[src/rtl/bpar_pkg.sv]
package bpar_pkg;
  localparam int unsigned LANE_DATA_W = 8;
  localparam int unsigned LANE_W      = LANE_DATA_W + 1;

  typedef struct packed {
    logic wr_bad;
    logic rd_bad;
  } lane_flags_t;
endpackage

[src/rtl/bpar_lane.sv]
module bpar_lane
  import bpar_pkg::*;
(
  input  logic              cfg_ext_par,
  input  logic              cfg_even,
  input  logic [LANE_W-1:0] wr_byte,
  input  logic [LANE_W-1:0] rd_byte,
  output logic [LANE_W-1:0] st_byte,
  output logic [LANE_W-1:0] q_byte,
  output lane_flags_t       flags
);
  logic gen_bit;

  // Even: parity bit equals XOR of data; odd: its inverse.
  assign gen_bit = (^wr_byte[LANE_DATA_W-1:0]) ^ ~cfg_even;

  always_comb begin
    st_byte = wr_byte;
    q_byte  = rd_byte;
    if (!cfg_ext_par) begin
      st_byte[LANE_W-1] = gen_bit;
      q_byte[LANE_W-1]  = 1'b0;
    end
  end

  // A byte fails when its ones count over nine bits breaks the polarity.
  assign flags.wr_bad = (^wr_byte) ^ ~cfg_even;
  assign flags.rd_bad = (^rd_byte) ^ ~cfg_even;
endmodule

[src/rtl/bpar_err_pipe.sv]
module bpar_err_pipe (
  input  logic clk,
  input  logic rst_n,
  input  logic cfg_ext_par,
  input  logic cfg_flow,
  input  logic wr_hit,
  input  logic rd_hit,
  output logic err_pull_low
);
  logic wr_s1, wr_s2, rd_s1;

  always_ff @(posedge clk) begin
    if (!rst_n) begin
      wr_s1 <= 1'b0;
      wr_s2 <= 1'b0;
      rd_s1 <= 1'b0;
    end else begin
      wr_s1 <= wr_hit & cfg_ext_par;
      wr_s2 <= wr_s1;
      rd_s1 <= rd_hit & ~cfg_ext_par;
    end
  end

  assign err_pull_low = (cfg_flow ? wr_s1 : wr_s2) | rd_s1;

  AST_RESET_RELEASED: assert property (@(posedge clk)
    !rst_n |=> !err_pull_low);
endmodule

[src/rtl/bpar_unit.sv]
module bpar_unit
  import bpar_pkg::*;
#(
  parameter int unsigned NUM_LANES = 4,
  localparam int unsigned BUS_W    = NUM_LANES * LANE_W
) (
  input  logic                 clk,
  input  logic                 rst_n,
  input  logic                 cfg_ext_par,
  input  logic                 cfg_even,
  input  logic                 cfg_flow,
  input  logic                 wr_valid,
  input  logic [NUM_LANES-1:0] wr_be,
  input  logic [BUS_W-1:0]     wr_data,
  output logic [BUS_W-1:0]     arr_wr_data,
  input  logic                 rd_valid,
  input  logic [BUS_W-1:0]     arr_rd_data,
  output logic [BUS_W-1:0]     rd_data,
  output logic                 rd_par_oe,
  output logic                 err_pull_low
);
  logic [NUM_LANES-1:0] wr_bad_vec, rd_bad_vec;
  logic [NUM_LANES-1:0] par_bits_out;
  logic                 wr_hit, rd_hit;

  for (genvar g = 0; g < NUM_LANES; g++) begin : g_lane
    lane_flags_t fl;
    bpar_lane u_lane (
      .cfg_ext_par (cfg_ext_par),
      .cfg_even    (cfg_even),
      .wr_byte     (wr_data[g*LANE_W +: LANE_W]),
      .rd_byte     (arr_rd_data[g*LANE_W +: LANE_W]),
      .st_byte     (arr_wr_data[g*LANE_W +: LANE_W]),
      .q_byte      (rd_data[g*LANE_W +: LANE_W]),
      .flags       (fl)
    );
    assign wr_bad_vec[g]   = fl.wr_bad & wr_be[g];
    assign rd_bad_vec[g]   = fl.rd_bad;
    assign par_bits_out[g] = rd_data[g*LANE_W + LANE_W - 1];
  end

  assign wr_hit    = wr_valid & (|wr_bad_vec);
  assign rd_hit    = rd_valid & (|rd_bad_vec);
  assign rd_par_oe = cfg_ext_par;

  bpar_err_pipe u_err (
    .clk          (clk),
    .rst_n        (rst_n),
    .cfg_ext_par  (cfg_ext_par),
    .cfg_flow     (cfg_flow),
    .wr_hit       (wr_hit),
    .rd_hit       (rd_hit),
    .err_pull_low (err_pull_low)
  );

  AST_RD_FLAG: assert property (@(posedge clk) disable iff (!rst_n)
    !cfg_ext_par && rd_valid && (|rd_bad_vec) |=> err_pull_low);
  AST_PAR_HIDDEN: assert property (@(posedge clk) disable iff (!rst_n)
    !cfg_ext_par |-> (par_bits_out == '0) && !rd_par_oe);
  AST_FLOW_WR_FLAG: assert property (@(posedge clk) disable iff (!rst_n)
    cfg_ext_par && cfg_flow && wr_valid && (|wr_bad_vec) |=> err_pull_low);
  AST_PIPE_WR_FLAG: assert property (@(posedge clk) disable iff (!rst_n)
    cfg_ext_par && !cfg_flow && wr_valid && (|wr_bad_vec) |=> ##1 err_pull_low);
  AST_FLOW_CLEAN_QUIET: assert property (@(posedge clk) disable iff (!rst_n)
    cfg_ext_par && cfg_flow && !(wr_valid && (|wr_bad_vec)) |=> !err_pull_low);
endmodule

[config.mk]
export PLATFORM = sky130hd
export DESIGN_NAME = bpar_unit
export DESIGN_NICKNAME = d
export VERILOG_FILES = /design/src/rtl/bpar_pkg.sv /design/src/rtl/bpar_lane.sv /design/src/rtl/bpar_err_pipe.sv /design/src/rtl/bpar_unit.sv
export SDC_FILE = /design/constraint.sdc
export NUM_CORES = 1
export LEC_CHECK = 0
export CORE_ASPECT_RATIO = 1.25
export CORE_MARGIN = 8
export CORE_UTILIZATION = 29
export CTS_CLUSTER_DIAMETER = 50
export DETAILED_ROUTE_END_ITERATION = 12
export PLACE_DENSITY = 0.95
export SLEW_MARGIN = 20
export SYNTH_ARGS = -nofsm -noshare
export SYNTH_HDL_FRONTEND = slang
export SYNTH_SLANG_ARGS = --single-unit
[constraint.sdc]
create_clock -name clk -period 1.9 [get_ports clk]
set_input_delay 0.285 -clock clk [delete_from_list [all_inputs] [get_ports clk]]
set_output_delay 0.285 -clock clk [all_outputs]
set_load 0.1 [all_outputs]
==> impl_metrics.ini <==
[run_status]
status = finished with violations
violations = negative setup slack

[global_routing]
track_usage = 0.1830
grt_pass1_vias = 1986
antenna_found_initial = 0
grt_pass1_wl_um = 10340
grt-ovfl-total = 0
grt_max_degree = 10

[power]
total_leakage_power_nw = 1.889
peakVddDrop_mv = 0.5369
power_mw = 2.477
powerDensity_mw_per_mm2 = 622.5

[final_layout]
instances_no_fill = 383
nNetsFinal = 407
diodes = 0
syn_to_final_growth_pct = 179.9
drive_above_1_share = 0.6161
fillers = 272

[detailed_routing]
vias = 1680
drtIter0Drc = 11
ant_nets = 0
viasPerCell = 4.386
drc = 0
dr.pass1.iters = 4
wire_per_inst_um = 18.59
routed_wl_um = 7120

[critical_path]
reg2reg_from = u_err.wr_s1$_SDFF_PN0_
regToRegSetupSlack_ns = 1.35
worst_setup_path_start_kind = input pin
crit_type = in2reg
cp.arrival_ns = 2.00
worstPathMaxFanout = 2
cpMaxStageDelayCell = xnor3_4
path_cells = clkdlybuf4s15_1 > xnor2_2 > xnor2_2 > xnor2_2 > buf_4 > buf_4 > xnor3_4 > a21oi_2 > a21oi_2
cp-end-kind = register
max_stage_delay_ns = 0.43
r2r_cells = 1
critical_path_buf_inv_count = 3
crit_family = XOR/XNOR gates
path_common_cell = xnor2_2
r2r-end = u_err.wr_s2$_SDFF_PN0_
crit_required_ns = 1.99

[floorplan]
ios = 157
core_mm2 = 0.004730
die_y_um = 94.27
die_area_mm2 = 0.007411
die_w_um = 78.62
initial_core_util = 0.3005
rows = 28

[clocking]
clock_path_buffers = 2
clock_sinks = 3
worstSkewPairLatency_ns = 0.22
h-tree-depth = 1
clock-root-buffer = clkbuf_8
clk_pin_slew_ns = 0.03
numCtsBuffers = 3
tritoncts = built

[yosys]
yosys.area.top_type_share = 0.3433
ys_types = 27
synth_nets = 246
syn_avg_cell_area_um2 = 8.720
post-synth-top-count-cell = buf_4
synth_common_cells = 65 x buf_4, 41 x xnor2_1, 9 x xor2_1
ys.flop_type = dfxtp_1
synth_seq_cells = 3
yosysTopAreaCell = buf_4
yosys-top-cells-area = buf_4 34%, xnor2_1 25%, xnor3_1 11%
syn_inst = 163
synth-edff-count = 0
ys_async_sr_fraction = 0
syn_area_mm2 = 0.001421
synth_warnings = 0
synth.yosys.seq_area_share = 0.04225

[sta]
fin_crit_sh = 1.006
fin_crit_ns = 1.912
max_slew_margin = 0.7897
rsz0062_at_grt = true
clock_skew_ns = 0.0001666
fin_setup_tns_ns = -0.01227
worst-slew-pin-transition_ns = 0.3131
fin_ws_ns = -0.01227
fmax_mhz = 522.9
hold_viol = 0
slew_viol_final = 0
setup_viol = 1

[hold_path]
hold-path-cell-count = 1
min_path_type = reg2reg
holdPathEnd = u_err.wr_s2$_SDFF_PN0_
hold_start = u_err.wr_s1$_SDFF_PN0_

[placed_design]
globalplace.congestion = 0.7472
dpl.hpwl_um = 6138
portBuffers = 156
dp_cells = 372
dp_slack_ns = -0.4657

[run]
drv_cap = 0
repair_timing:
action | CTS | global route
resized for setup | 95 | 24
pin swaps | 29 | 23
hold buffers | 0 | 0
setup buffers | 6 | 1
hold endpoints to repair | 0 | 0
setup endpoints to repair | 6 | 6
worst max path at each step:
| stage | from | end | slack (ns) | cells after the start |
|---|---|---|---|---|
| 2_1_floorplan | wr_data[16] | arr_wr_data[17] | -0.01 | 4 |
| 3_3_place_gp | wr_data[3] | u_err.wr_s1$_SDFF_PN0_ | -0.31 | 7 |
| 3_5_place_dp | wr_data[3] | u_err.wr_s1$_SDFF_PN0_ | -0.47 | 7 |
| 4_1_cts | wr_data[24] | arr_wr_data[26] | 0.004 | 7 |
| 5_1_grt | wr_data[24] | u_err.wr_s1$_SDFF_PN0_ | -0.04 | 9 |
| 6_report | wr_data[24] | u_err.wr_s1$_SDFF_PN0_ | -0.01 | 9 |
flip-flops by register name, indices dropped and copies added, names as in the netlist:
name         flops
u_err.rd_s1      1
u_err.wr_s1      1
u_err.wr_s2      1
per-layer routing:
metal  part of all wire  vias up  global-route usage
li1                   -      778                   -
met1               0.29      784              0.1509
met2               0.58      103              0.3730
met3               0.11       15             0.08621
met4              0.019        0             0.04334
met5                  0        -                   0
cells by family (layout without fill, tap and decap cells):
group                  count (synthesis)  after routing  synth area share
buffers and inverters                 67            227            0.3495
XOR/XNOR                              61             61            0.4771
AND/OR/NAND/NOR                       21             21           0.07659
AO/OA/AOI/OAI                         10             10           0.04666
flip-flops                             3              3           0.04226
multiplexers                           1              1          0.007922
cell type report:
type / instances / area [µm²] / share of cell area
clock buffer: 4 / 45.04 / 0.01132
tap: 60 / 75.07 / 0.01887
sequential: 3 / 60.06 / 0.01509
timing repair buffer: 223 / 2715 / 0.6824
multi-input combinational: 93 / 1084 / 0.2723
cell usage in the layout, fill, tap and decap left out, types with 2 or more instances in the layout:
master / netlist / final
buf_4: 65 / 66
buf_6: 0 / 2
buf_2: 1 / 10
nor4_1: 2 / 2
nand3_1: 2 / 2
clkbuf_2: 0 / 7
buf_12: 0 / 74
xnor3_2: 1 / 2
dlygate4sd2_1: 0 / 11
xor2_1: 9 / 6
clkdlybuf4s15_1: 0 / 2
xor2_2: 0 / 3
clkbuf_8: 0 / 3
xnor3_1: 7 / 6
clkdlybuf4s15_2: 0 / 3
nor3_1: 2 / 2
a21oi_2: 0 / 2
and2_1: 5 / 5
o21ai_4: 0 / 3
clkdlybuf4s50_1: 0 / 48
xnor2_1: 41 / 21
dfxtp_1: 3 / 3
xnor2_2: 2 / 22
nand2_1: 6 / 6
report_power, final:
group	switching (mW)	total (mW)	internal, mW
combinational	1.22	2.22	1.00
clock	0.0421	0.185	0.143
sequential	0.00169	0.0695	0.0678
total	1.27	2.48	1.21
stage by stage:
stage	instance area, µm²	hold slack (ns)	utilization
final	3979	0.4901	0.8413
after global routing	3979	0.5069	0.8413
after CTS	3958	0.4890	0.8368
after detailed placement	3786	0.4802	0.8005
after global placement	3786	0.4547	0.8005
after floorplan	1455	0.3631	-
No activity file was read; power rests on OpenSTA's default activity.
